$ cat config.mk
export PLATFORM = sky130hd
export DESIGN_NAME = txq_arbiter
export DESIGN_NICKNAME = d
export VERILOG_FILES = /design/src/rtl/txq_pkg.sv /design/src/rtl/txq_static_arm.sv /design/src/rtl/txq_req_bank.sv /design/src/rtl/txq_pick.sv /design/src/rtl/txq_arbiter.sv
export SDC_FILE = /design/constraint.sdc
export NUM_CORES = 1
export LEC_CHECK = 0
export BUFFER_PORTS_ARGS = -buffer_cell sky130_fd_sc_hd__buf_2
export CORE_AREA = 2 2 39 41
export CTS_BUF_LIST = sky130_fd_sc_hd__clkbuf_16
export DETAILED_ROUTE_END_ITERATION = 16
export DIE_AREA = 0 0 41 43
export GPL_ROUTABILITY_DRIVEN = 1
export PLACE_DENSITY_LB_ADDON = 0.1
export SYNTH_ARGS = -nofsm -noshare
export SYNTH_HDL_FRONTEND = slang
export SYNTH_SLANG_ARGS = --single-unit
$ cat constraint.sdc
create_clock -name clk -period 1.8 [get_ports clk]
set_clock_uncertainty 0.2 [all_clocks]
set_input_delay 0.27 -clock clk [delete_from_list [all_inputs] [get_ports clk]]
set_output_delay 0.27 -clock clk [all_outputs]
set_load 0.02 [all_outputs]
$ cat src/rtl/txq_pkg.sv
package txq_pkg;

    typedef enum logic {
        ARB_IDLE = 1'b0,
        ARB_BUSY = 1'b1
    } arb_state_e;

    // index of the least significant set bit, 0 when none is set
    function automatic int unsigned lowest_set(input logic [31:0] v);
        int unsigned r;
        r = 0;
        for (int i = 31; i >= 0; i--) begin
            if (v[i]) r = i;
        end
        return r;
    endfunction

endpackage

$ cat src/rtl/txq_static_arm.sv
module txq_static_arm (
    input  logic clk,
    input  logic rst,
    input  logic trig,
    input  logic load,
    output logic fire
);
    logic trig_prev;
    logic loaded;

    always_ff @(posedge clk) begin
        if (rst) begin
            trig_prev <= 1'b0;
            loaded    <= 1'b0;
        end else begin
            trig_prev <= trig;
            if (load) loaded <= 1'b1;
        end
    end

    assign fire = loaded & trig & ~trig_prev;
endmodule

$ cat src/rtl/txq_req_bank.sv
module txq_req_bank #(
    parameter int NUM_Q = 6
) (
    input  logic             clk,
    input  logic             rst,
    input  logic [NUM_Q-1:0] set_v,
    input  logic [NUM_Q-1:0] clr_v,
    output logic [NUM_Q-1:0] req_q
);
    // a new request in the same cycle as a clear wins
    always_ff @(posedge clk) begin
        if (rst) req_q <= '0;
        else     req_q <= set_v | (req_q & ~clr_v);
    end
endmodule

$ cat src/rtl/txq_pick.sv
module txq_pick import txq_pkg::*; #(
    parameter int NUM_Q = 6,
    parameter int IW    = 3
) (
    input  logic [NUM_Q-1:0] req,
    output logic [IW-1:0]    idx,
    output logic             any
);
    logic [31:0] wide;
    assign wide = 32'(req);
    assign idx  = IW'(lowest_set(wide));
    assign any  = |req;
endmodule

$ cat src/rtl/txq_arbiter.sv
module txq_arbiter import txq_pkg::*; #(
    parameter int NUM_Q = 6,
    parameter int WM_Q  = 2,
    parameter int TO_Q  = 5,
    localparam int IW   = (NUM_Q > 1) ? $clog2(NUM_Q) : 1
) (
    input  logic             clk,
    input  logic             rst,
    input  logic             tx_ready,
    input  logic             frame_done,
    input  logic [NUM_Q-1:0] host_commit,
    input  logic             wm_cross,
    input  logic             host_timeout,
    output logic             start,
    output logic             busy,
    output logic [IW-1:0]    grant_idx
);
    arb_state_e       state_q;
    logic [IW-1:0]    grant_q;
    logic             start_q;
    logic [NUM_Q-1:0] set_v;
    logic [NUM_Q-1:0] clr_v;
    logic [NUM_Q-1:0] req_q;
    logic [IW-1:0]    pick_idx;
    logic             pick_any;
    logic             launch;

    for (genvar q = 0; q < NUM_Q; q++) begin : g_q
        if (q == WM_Q || q == TO_Q) begin : g_static
            txq_static_arm u_arm (
                .clk  (clk),
                .rst  (rst),
                .trig ((q == WM_Q) ? wm_cross : host_timeout),
                .load (host_commit[q]),
                .fire (set_v[q])
            );
        end else begin : g_plain
            assign set_v[q] = host_commit[q];
        end
        assign clr_v[q] = (state_q == ARB_BUSY) && frame_done && (grant_q == IW'(q));
    end

    txq_req_bank #(.NUM_Q(NUM_Q)) u_bank (
        .clk   (clk),
        .rst   (rst),
        .set_v (set_v),
        .clr_v (clr_v),
        .req_q (req_q)
    );

    txq_pick #(.NUM_Q(NUM_Q), .IW(IW)) u_pick (
        .req (req_q),
        .idx (pick_idx),
        .any (pick_any)
    );

    assign launch = (state_q == ARB_IDLE) && tx_ready && pick_any;

    always_ff @(posedge clk) begin
        if (rst) begin
            state_q <= ARB_IDLE;
            grant_q <= '0;
            start_q <= 1'b0;
        end else begin
            start_q <= launch;
            if (launch) begin
                state_q <= ARB_BUSY;
                grant_q <= pick_idx;
            end else if (state_q == ARB_BUSY && frame_done) begin
                state_q <= ARB_IDLE;
            end
        end
    end

    assign start     = start_q;
    assign busy      = (state_q == ARB_BUSY);
    assign grant_idx = grant_q;
endmodule

### Word level (Yosys, flattened, before mapping)

Cells that the tools add are included.

* input port bits: 12
* flip-flop bits (word level): 15
* output and inout bits: 5

* reduce and logical (&&, ||, !) cells: 12
* equal/unequal tests: 5
* mux-type cells: 8
* bitwise operators: 10

Operator list (number)
* $mux W3: 6
* $logic_and A1 B1 Y1: 9
* $and A6 B6 Y6: 1
* $eq A3 B2 Y1 const B: 2
* $eq A3 B3 Y1 const B: 2
* $not A6 Y6: 1
* $or A6 B6 Y6: 1
* $reduce_or A6 Y1: 1
* $and A1 B1 Y1: 4
* $eq A3 B1 Y1 const B: 1
* $logic_not A3 Y1: 1
* $not A1 Y1: 3
* $mux W1: 2
* $reduce_bool A2 Y1: 1

### Longest topological paths before layout

Gate-level depths: netlist of the first run.

* depth after elaboration: 6
* mapped depth: 3

### Modules after synthesis

From an unflattened synthesis of the first run, not the netlist that was laid out.

* cell total of the unflattened synthesis: 75
* area total of the unflattened synthesis: 700.7 um2

By module, submodules not included
* txq_arbiter: sequential area each 100.1 um2, cells an instance 31, times used 1, area each 262.8 um2
* txq_req_bank: sequential area each 120.1 um2, cells an instance 24, times used 1, area each 255.2 um2
* txq_static_arm: sequential area each 40.0 um2, cells an instance 5, times used 2, area each 65.1 um2
* txq_pick: sequential area each 0.0 um2, cells an instance 10, times used 1, area each 52.6 um2

### Least setup slack after synthesis of the first run

Ideal clock, no wire load.

* kind: reg-to-reg
* from: register u_bank.req_q[3]
* to: register grant_q[0], in the netlist grant_idx[0]
* clock period less this slack: 1.473 ns
* library setup time: 0.072 ns
* arrival time: 1.202 ns
* data required time: 1.528 ns
* setup slack: 0.327 ns
* stages on the path, launching flop included: 4
* cells stage by stage: dfxtp_1 > or4_4 > o21ai_2 > mux2i_1

* word-level cells in the longest chain between the ends: 4
* elaborated cells between the ends (all ways): 6
* classes of those cells: 4 x mux; 2 x reduce/logical

Ends and longest elaborated chain
* start, declared: RTL line txq_req_bank.sv:8 `output logic [NUM_Q-1:0] req_q`
* start signal, assigned: RTL line txq_req_bank.sv:13 `else req_q <= set_v | (req_q & ~clr_v);`
* $mux W3 (4 in series): RTL line txq_pkg.sv:13 `if (v[i]) r = i;`
* end signal, assigned: RTL line txq_arbiter.sv:68 `grant_q <= pick_idx;`
* end, declared: RTL line txq_arbiter.sv:19 `logic [IW-1:0] grant_q;`

Several ways; a longest one is shown, not always the timed one.
A chain may end at the register's enable or synchronous reset.

### Worst setup path in the final report of the first run

* from: register u_bank.req_q[2]
* to: register grant_q[0], in the netlist grant_idx[0]

* word-level cells in the longest chain between the ends: 3
* elaborated cells between the ends (all ways): 5
* classes of those cells: 3 x mux; 2 x reduce/logical

Ends and longest elaborated chain (RTL line)
* $mux W3 (3 in series): txq_pkg.sv:13

Several ways; a longest one is shown, not always the timed one.

==> impl_metrics.env, run 1 <==
export IMPL_wl_per_cell_um=12.08
export IMPL_synthSimpleGateAreaFrac_pct=25.05
export IMPL_rows=14
export IMPL_yosysTopAreaCell="dfxtp_1"
export IMPL_synth_compound_area_share_pct=17.34
export IMPL_postRouteAntennaNets=0
export IMPL_drv_slew=0
export IMPL_coreArea_um2=1384
export IMPL_overflow=0
export IMPL_worstReg2RegStart="u_bank.req_q[2]"
export IMPL_tightest_slew_ps=322.6
export IMPL_synth_top_family_by_area="simple AND/OR/NAND/NOR gates"
export IMPL_criticalPathCategory="flip-flop to flip-flop"
export IMPL_worstPathRequired_ps=1770
export IMPL_cp_max_fo=5
export IMPL_fin_nets=97
export IMPL_fp_dieW_um=41
export IMPL_clock_sinks=15
export IMPL_cts_tree="done"
export IMPL_clk_pin_slew_ps=50
export IMPL_drc=0
export IMPL_ys_top_cells_by_area="dfxtp_1 (51%), a21oi_1 (6.0%), nor2_1 (5.8%), o31ai_1 (5.1%), inv_1 (3.9%)"
export IMPL_die_area_um2=1763
export IMPL_synth_adder_area_share_pct=0
export IMPL_yosys_warnings=0
export IMPL_cts_hold_fix_buffers=0
export IMPL_powerDensity_nw_per_um2=1157
export IMPL_route_final_wire_length_mm=1.208
export IMPL_synth_seq_area_share_pct=51.39
export IMPL_startpoint_type="flip-flop"
export IMPL_syn_area_um2=584.3
export IMPL_cts_root_buf="clkbuf_16"
export IMPL_postCtsSetupBuffers=0
export IMPL_gp_congestion=0.6881
export IMPL_grt_pass1_vias=494
export IMPL_fp_dieH_um=43
export IMPL_dr_pass1_iters=4
export IMPL_holdCritPathClass="input port to flip-flop"
export IMPL_synth_xor_area_share_pct=0
export IMPL_cp_num_buf_inv=0
export IMPL_final_common_cell="buf_2"
export IMPL_path_delay_family="simple AND/OR/NAND/NOR gates"
export IMPL_vias_per_cell=5.200
export IMPL_grt_pass1_wl_mm=1.994
export IMPL_rsz0062_at_grt="no"
export IMPL_period_needed_ps=1553
export IMPL_cts_buffers=3
export IMPL_final_cell_mix="buf_2 (16), dfxtp_1 (15), nor2_1 (9)"
export IMPL_grtUsageTotal_pct=17.61
export IMPL_yosysUniqueCellTypes=22
export IMPL_whs_path_depth=3
export IMPL_vias=520
export IMPL_htreeDepth=1
export IMPL_critical_path_cell_chain="or4_4, o21ai_2, mux2i_1"
export IMPL_r2r_end="grant_idx[0]"
export IMPL_placed_area_um2=680.7
export IMPL_numPortBuffers=16
export IMPL_synthToLayoutAreaGrowth_pct=29.98
export IMPL_max_slew_margin_pct=78.45
export IMPL_synth_main_ff_cell="dfxtp_1"
export IMPL_avgSynthCellArea_um2=8.989
export IMPL_p_leak_nw=0.3372
export IMPL_clock_fmax_mhz=644.1
export IMPL_reg2reg_slack_ps=250
export IMPL_critPathSlowestCell="or4_4"
export IMPL_pin_count=17
export IMPL_outcome="finished clean"
export IMPL_synth_top_area_share_pct=51.39
export IMPL_clock_path_buffers=2
export IMPL_arrival_ps=1520
export IMPL_fin_crit_sh_pct=86.26
export IMPL_setup_viol=0
export IMPL_ys_async_sr_fraction_pct=0
export IMPL_start_util_pct=42.22
export IMPL_cts_resized=0
export IMPL_drt_iter0_drc=7
export IMPL_synth_seq_cells=15
export IMPL_min_to="g_q[5].g_static.u_arm.loaded"
export IMPL_n_antenna_cell=0
export IMPL_crit_path_end_kind="flip-flop"
export IMPL_drv_cap=0
export IMPL_stdcell_area_um2=759.5
export IMPL_hp_start="host_commit[5]"
export IMPL_irDropWorstVdd_mv=0.6219
export IMPL_final_hold_viol_count=0
export IMPL_dp_hpwl_um=848.4
export IMPL_reg2reg_depth=3
export IMPL_synth_edf_count=0
export IMPL_grt_max_degree=17
export IMPL_yosys_mux_area_fraction_pct=1.713
export IMPL_antenna_found_initial=0
export IMPL_layout_drive_gt1_share_pct=27.38
export IMPL_slowest_delay_ps=530
export IMPL_synthCells=65
export IMPL_tns_ps=0
export IMPL_clock_latency_ps=240
export IMPL_syn_nets=77
## flip-flops by register name, summed over array words and instances (netlist names)
| signal | count |
|---|---|
| busy | 1 |
| g_q.g_static.u_arm.loaded | 2 |
| g_q.g_static.u_arm.trig_prev | 2 |
| grant_idx | 3 |
| start | 1 |
| u_bank.req_q | 6 |
## worst register-to-register path: stages, from the launching register on
cell and delay [ps]:
dfxtp_1 340, or4_4 530, o21ai_2 220, mux2i_1 200
## synthesized netlist by cell type, types with 2 or more instances
| cell type | number |
|---|---|
| nor3_1 | 2 |
| a21oi_1 | 7 |
| inv_1 | 6 |
| nor2b_1 | 3 |
| nand3b_1 | 3 |
| dfxtp_1 | 15 |
| nand2b_1 | 2 |
| o31ai_1 | 4 |
| o21ai_0 | 2 |
| nor2_1 | 9 |
## stage by stage
step                setup WS, ps  power (mW)  hold WS [ps]  util, %  cells
floorplan                  326.6      0.4355         141.6        -     65
global placement           283.7      0.4685         254.3    49.19     96
detailed placement         267.8      0.4688         260.4    49.19     96
CTS                        244.7      0.8915         29.29    54.88    100
global route               162.9      0.9200         39.28    54.88    100
finish                     247.3      0.8789         28.59    54.88    100
## cells by family (layout without fill, tap and decap cells)
logic type | after synthesis | after routing
buffers and inverters | 7 | 26
flip-flops | 15 | 15
AND/OR/NAND/NOR | 26 | 26
multiplexers | 1 | 1
AO/OA/AOI/OAI | 16 | 16
## layer usage
layer | wire (um) | vias up | GRT usage (%) | part of all wire, %
li1 | - | 265 | - | -
met1 | 529 | 239 | 19.14 | 44
met2 | 618 | 14 | 27.81 | 51
met3 | 52 | 2 | 4.712 | 4.3
met4 | 8 | 0 | 12.00 | 0.66
met5 | 0 | - | 0 | 0
## worst max path at each step
stage / startpoint / endpoint / slack [ps] / depth (start not counted)
2_1_floorplan: u_bank.req_q[3] / grant_idx[0] / 330 / 3
4_1_cts: u_bank.req_q[3] / grant_idx[0] / 240 / 3
6_report: u_bank.req_q[2] / grant_idx[0] / 250 / 3
3_5_place_dp: u_bank.req_q[2] / grant_idx[0] / 270 / 3
5_1_grt: u_bank.req_q[2] / grant_idx[0] / 160 / 3
3_3_place_gp: u_bank.req_q[3] / grant_idx[0] / 280 / 3
## report_power, final
| part | leakage (nW) | internal [mW] | switching [mW] |
|---|---|---|---|
| Sequential | 0.124 | 0.356 | 0.0191 |
| Clock | 0.0423 | 0.293 | 0.122 |
| Combinational | 0.171 | 0.0408 | 0.0476 |
| Total | 0.337 | 0.690 | 0.189 |
## final cells by class
| cell class | count | area [um^2] |
|---|---|---|
| Clock buffer | 3 | 75.07 |
| Clock inverter | 1 | 3.754 |
| Fill cell | 140 | 624.3 |
| Inverter | 6 | 22.52 |
| Multi-Input combinational cell | 43 | 257.7 |
| Sequential cell | 15 | 300.3 |
| Tap cell | 16 | 20.02 |
| Timing Repair Buffer | 16 | 80.08 |
Power figures use the tool's default switching activity.
==> run 2, diff against run 1 <==
--- a/config.mk
+++ b/config.mk
@@ -7,2 +7,3 @@
 export LEC_CHECK = 0
+export ABC_CLOCK_PERIOD_IN_PS = 1800
 export BUFFER_PORTS_ARGS = -buffer_cell sky130_fd_sc_hd__buf_2
==> constraint.sdc (replaced) <==
create_clock -name clk -period 1.8 [get_ports clk]
set_clock_uncertainty 0.2 [all_clocks]
set_input_delay 0.18 -clock clk [delete_from_list [all_inputs] [get_ports clk]]
set_output_delay 0.18 -clock clk [all_outputs]
set_load 0.02 [all_outputs]
==> run 2 against run 1 <==
  * Sequential power is essentially flat
  * Combinational power grew 13%
  * Clock power is essentially flat
  * Global-route usage is 1.3 points higher
  * Critical path depth stayed put
  * Largest power group unchanged
  * Clock-buffer cell count stayed put
  * Final area is 9.2% higher
  * Total power increased by 1.4%
  * Critical endpoint unchanged
==> impl_metrics.env, run 2 (same netlist as run 1, synthesis figures left out) <==
export IMPL_startpoint_type="flip-flop"
export IMPL_regMostFlops="u_bank.req_q"
export IMPL_largest_register_ffs=6
export IMPL_critPathSlowestCell="or4_4"
export IMPL_grtUsageMet2_pct=30.94
export IMPL_post_place_ws_ps=267.8
export IMPL_outcome="finished clean"
export IMPL_crit_path_end_kind="flip-flop"
export IMPL_tightest_slew_ps=322.6
export IMPL_arrival_ps=1520
export IMPL_final_common_cell="buf_2"
export IMPL_die_area_um2=1763
export IMPL_fillCellCount=133
export IMPL_postCtsSetupBuffers=0
export IMPL_cts_buffers=3
export IMPL_cts_root_buf="clkbuf_16"
export IMPL_busiest_layer="met2"
export IMPL_irDropWorstVdd_mv=0.6318
export IMPL_n_antenna_cell=0
export IMPL_dp_hpwl_um=848.4
export IMPL_overflow=0
export IMPL_numPortBuffers=16
export IMPL_switching_power_uw=191.7
export IMPL_layout_drive_gt1_share_pct=25.27
export IMPL_p_seq_share_pct=42.1
export IMPL_clock_sinks=15
export IMPL_clock_path_buffers=2
export IMPL_path_delay_family="simple AND/OR/NAND/NOR gates"
export IMPL_coreArea_um2=1384
export IMPL_vias_per_cell=5.103
export IMPL_fin_ws_ps=247.8
export IMPL_route_final_wire_length_mm=1.287
export IMPL_vias=546
export IMPL_rows=14
export IMPL_clock_latency_ps=240
export IMPL_tns_ps=0
export IMPL_pin_count=17
export IMPL_clk_pin_slew_ps=50
export IMPL_rsz0062_at_grt="no"
export IMPL_htreeDepth=1
export IMPL_drc=0
export IMPL_cp_num_buf_inv=0
export IMPL_drt_iter0_drc=7
export IMPL_powerDensity_nw_per_um2=1075
export IMPL_cell_internal_pwr_uw=699.8
export IMPL_period_needed_ps=1552
export IMPL_worstPathRequired_ps=1770
export IMPL_antenna_found_initial=0
export IMPL_start_util_pct=42.22
export IMPL_drv_cap=0
export IMPL_final_hold_viol_count=0
export IMPL_setup_viol=0
export IMPL_max_slew_margin_pct=78.45
export IMPL_grt_max_degree=17
export IMPL_slowest_delay_ps=530
export IMPL_grt_pass1_vias=541
export IMPL_fp_dieH_um=43
export IMPL_final_cell_mix="buf_2 (16), dfxtp_1 (15), nor2_1 (9)"
export IMPL_postRouteAntennaNets=0
export IMPL_holdCritPathClass="input port to flip-flop"
export IMPL_grtUsageTotal_pct=18.93
export IMPL_dr_pass1_iters=4
export IMPL_criticalPathCategory="flip-flop to flip-flop"
export IMPL_fin_nets=104
export IMPL_met3_usage_pct=4.712
export IMPL_grt_pass1_wl_mm=2.152
export IMPL_clock_fmax_mhz=644.3
export IMPL_fp_dieW_um=41
export IMPL_fin_crit_sh_pct=86.23
export IMPL_p_leak_nw=0.3665
export IMPL_wl_per_cell_um=12.03
export IMPL_synthToLayoutAreaGrowth_pct=41.97
export IMPL_cts_tree="done"
export IMPL_pwr_share_comb_pct=11.3
export IMPL_drv_slew=0
export IMPL_gp_congestion=0.6881
export IMPL_gr_usage_met1_pct=20.13
export IMPL_swShare_pct=21.50
export IMPL_critical_path_cell_chain="or4_4, o21ai_2, mux2i_1"
export IMPL_clkPwrFrac_pct=46.6
export IMPL_cp_max_fo=5
[run 2: area by class of cell]
type / count / area, um^2 / share of cell area (%)
Sequential cell: 15 / 300.3 / 36.20
Clock buffer: 3 / 75.07 / 9.050
Multi-Input combinational cell: 43 / 257.7 / 31.07
Tap cell: 16 / 20.02 / 2.413
Timing Repair Buffer: 23 / 150.1 / 18.10
Clock inverter: 1 / 3.754 / 0.4525
Inverter: 6 / 22.52 / 2.715
[run 2: metal layers]
metal,share of wire [%],up-vias
met4,0.62,0
met5,0,-
met1,45,251
met2,51,14
li1,-,279
met3,3.7,2
[run 2: worst paths after layout]
check,from,to,slack [ps],cells past startpoint
hold / removal,host_commit[3],u_bank.req_q[3],20,3
setup reg to reg,u_bank.req_q[2],grant_idx[0],250,3
hold reg to reg,g_q[2].g_static.u_arm.loaded,g_q[2].g_static.u_arm.loaded,270,2
setup / recovery,u_bank.req_q[2],grant_idx[0],250,3
[run 2: power groups by stage]
stage          registers (mW)  logic, mW  clock network [mW]
3_5_place_dp            0.381     0.0879                   0
3_3_place_gp            0.381     0.0875                   0
2_1_floorplan           0.386     0.0491                   0
6_report                0.375      0.100               0.416
4_1_cts                 0.375      0.101               0.428
5_1_grt                 0.378      0.112               0.443
[run 2: stage by stage]
step	hold slack [ps]	power (mW)	instance area, um^2	util [%]	cells
2_1_floorplan	51.61	0.4355	584.3	-	65
3_3_place_gp	182.4	0.4685	680.7	49.19	96
3_5_place_dp	189.3	0.4688	680.7	49.19	96
4_1_cts	16.96	0.9029	829.5	59.95	107
5_1_grt	23.92	0.9326	829.5	59.95	107
6_report	23.16	0.8914	829.5	59.95	107
[run 2: repair_timing]
| item | 4_1_cts | 5_1_grt |
|---|---|---|
| hold endpoints to repair | 7 | 0 |
| hold buffers | 7 | 0 |
| resized for setup | 0 | 0 |
[run 2: worst register-to-register path, cell delays in order (launching register included)]
cell	delay [ps]
dfxtp_1	340
or4_4	530
o21ai_2	220
mux2i_1	200
==> run 3, diff against run 2 <==
Settings changed: CORE_AREA 2 2 39 41 to not set, CORE_MARGIN set to 2, CORE_UTILIZATION set to 50, DIE_AREA 0 0 41 43 to not set, SYNTH_HIERARCHICAL set to 1.
==> run 3 against run 2 <==
  * The run now ends with setup timing left
  * Total power is 4.0% higher
  * Synthesized area is 20% higher
  * Register-to-register slack worse by 330 ps
  * Global-route usage is 0.55 points lower
  * Routed wire length is 15% higher
  * Critical endpoint is now grant_idx[2]
  * Highest routed layer is now met3
==> impl_metrics.env, run 3 <==
export IMPL_outcome="complete, but fails checks"
export IMPL_violations="setup timing"
export IMPL_drv_cap=0
export IMPL_drt_iter0_drc=8
export IMPL_regMostFlops="u_bank/req_q"
export IMPL_numPortBuffers=16
export IMPL_hold_slack_ps=41.62
export IMPL_clock_fmax_mhz=532.5
export IMPL_arrival_ps=1810
export IMPL_vias_per_cell=4.844
export IMPL_ys_async_sr_fraction_pct=0
export IMPL_clock_latency_ps=240
export IMPL_grt_pass1_vias=571
export IMPL_p_leak_nw=0.4542
export IMPL_wl_per_cell_um=12.17
export IMPL_tns_ps=-254.3
export IMPL_period_needed_ps=1878
export IMPL_synthTopCellsByCount="dfxtp_1 (15), nor2_1 (11), a21oi_1 (7), inv_1 (7), nand2b_1 (7)"
export IMPL_antenna_found_initial=0
export IMPL_rows=13
export IMPL_n_antenna_cell=0
export IMPL_route_final_wire_length_mm=1.485
export IMPL_powerDensity_nw_per_um2=923.7
export IMPL_setup_viol=5
export IMPL_yosysUniqueCellTypes=19
export IMPL_syn_area_um2=700.7
export IMPL_postRouteAntennaNets=0
export IMPL_synth_top_area_share_pct=42.86
export IMPL_vias=591
export IMPL_grt_pass1_wl_mm=2.449
export IMPL_startpoint_type="flip-flop"
export IMPL_synth_main_ff_cell="dfxtp_1"
export IMPL_htreeDepth=1
export IMPL_synthCells=75
export IMPL_fp_dieW_um=41.44
export IMPL_avgSynthCellArea_um2=9.342
export IMPL_drc=0
export IMPL_synthToLayoutAreaGrowth_pct=43.21
export IMPL_final_common_cell="buf_2"
export IMPL_synth_seq_cells=15
export IMPL_die_area_um2=1717
export IMPL_max_slew_margin_pct=80.69
export IMPL_grtUsageTotal_pct=18.38
export IMPL_largest_register_ffs=6
export IMPL_gp_congestion=0.7942
export IMPL_post_synth_top_count_cell="dfxtp_1"
export IMPL_final_hold_viol_count=0
export IMPL_final_cell_mix="buf_2 (16), dfxtp_1 (13), nor2_1 (11)"
export IMPL_overflow=0
export IMPL_fin_nets=120
export IMPL_grt_max_degree=19
export IMPL_synth_seq_area_share_pct=42.86
export IMPL_clock_sinks=15
export IMPL_cts_buffers=3
export IMPL_clk_pin_slew_ps=50
export IMPL_finalNonFillerCells=122
export IMPL_cts_root_buf="clkbuf_16"
export IMPL_cp_max_fo=3
export IMPL_dr_pass1_iters=4
export IMPL_fin_ws_ps=-77.80
export IMPL_coreArea_um2=1301
export IMPL_synth_edf_count=0
export IMPL_syn_nets=87
export IMPL_fin_crit_sh_pct=104.3
export IMPL_holdCritPathClass="input port to flip-flop"
export IMPL_irDropWorstVdd_mv=0.7329
export IMPL_criticalPathCategory="flip-flop to flip-flop"
export IMPL_cts_tree="done"
export IMPL_pin_count=17
export IMPL_tightest_slew_ps=289.6
export IMPL_rsz0062_at_grt="yes"
export IMPL_layout_drive_gt1_share_pct=32.71
export IMPL_power_uw=926.9
export IMPL_fp_dieH_um=41.44
export IMPL_ys_top_cells_by_area="dfxtp_1 (43%), nand2b_4 (12%), nand2b_1 (6.3%), nor2_1 (5.9%), a21oi_1 (5.0%)"
export IMPL_drv_slew=0
export IMPL_worstPathRequired_ps=1730
export IMPL_dp_hpwl_um=991.2
export IMPL_crit_path_end_kind="flip-flop"
export IMPL_yosysTopAreaCell="dfxtp_1"
export IMPL_post_place_ws_ps=-75.76
export IMPL_start_util_pct=53.85
export IMPL_clock_path_buffers=2
export IMPL_dpl_cell_count=109
export IMPL_yosys_warnings=6
-- run 3: cell types whose count changed after synthesis, moves of 2 or more --
cell	delta
nand2b_4	+6
nand2b_1	+5
o31ai_1	-4
and3b_1	+3
mux2i_1	+2
nor2_1	+2
o21ai_0	-2
o21ba_1	+2
or2b_1	+2
-- run 3: layout make-up --
type                            count  area, um^2
Clock inverter                      1       3.754
Tap cell                           15       18.77
Inverter                            7       26.28
Fill cell                          97       297.8
Clock buffer                        3       75.07
Multi-Input combinational cell     52       379.1
Sequential cell                    15       302.8
Timing Repair Buffer               29       197.7
-- run 3: cell families after synthesis --
group / Yosys count / share of synthesized area (%)
flip-flops: 15 / 42.86
buffers and inverters: 8 / 4.464
AND/OR/NAND/NOR: 39 / 39.29
multiplexers: 3 / 4.286
AO/OA/AOI/OAI: 10 / 9.107
-- run 3: path summary, 6_finish.rpt --
kind	startpoint	end	slack (ps)	depth (start not counted)
setup reg to reg	u_bank/req_q[2]	grant_idx[2]	-80	4
hold reg to reg	g_q[5].g_static.u_arm/loaded	g_q[5].g_static.u_arm/loaded	270	1
setup / recovery	u_bank/req_q[2]	grant_idx[2]	-80	4
hold / removal	frame_done	busy	40	3
-- run 3: critical path, cell delays in order (launching register included) --
cell     delay [ps]
dfxtp_2         320
or4_4           530
or3_4           340
and3b_2         250
mux2i_1         120
-- run 3: metrics by stage --
step	instance area, um^2	util [%]
6_report	1003	77.12
3_3_place_gp	827.0	63.56
4_1_cts	998.5	76.73
3_5_place_dp	827.0	63.56
5_1_grt	1003	77.12
2_1_floorplan	703.2	-
-- run 3: power by group --
| group | total [mW] | leakage [nW] | switching [mW] | internal, mW |
|---|---|---|---|---|
| clock network | 0.419 | 0.0423 | 0.126 | 0.293 |
| logic | 0.135 | 0.287 | 0.0582 | 0.0772 |
| registers | 0.373 | 0.125 | 0.0169 | 0.356 |
-- run 3: timing repair --
item	in CTS	in global routing
hold buffers	8	0
hold endpoints to repair	8	0
buffers inserted	1	0
pin swaps	2	1
gates resized for setup	2	1
setup endpoints to repair	3	5
-- run 3: per-layer routing --
layer	GRT usage, %	share of wire [%]	vias up
met4	5.806	0	0
met1	25.00	50	269
met3	3.913	3.1	0
met5	0	0	-
li1	-	-	311
met2	29.06	47	11
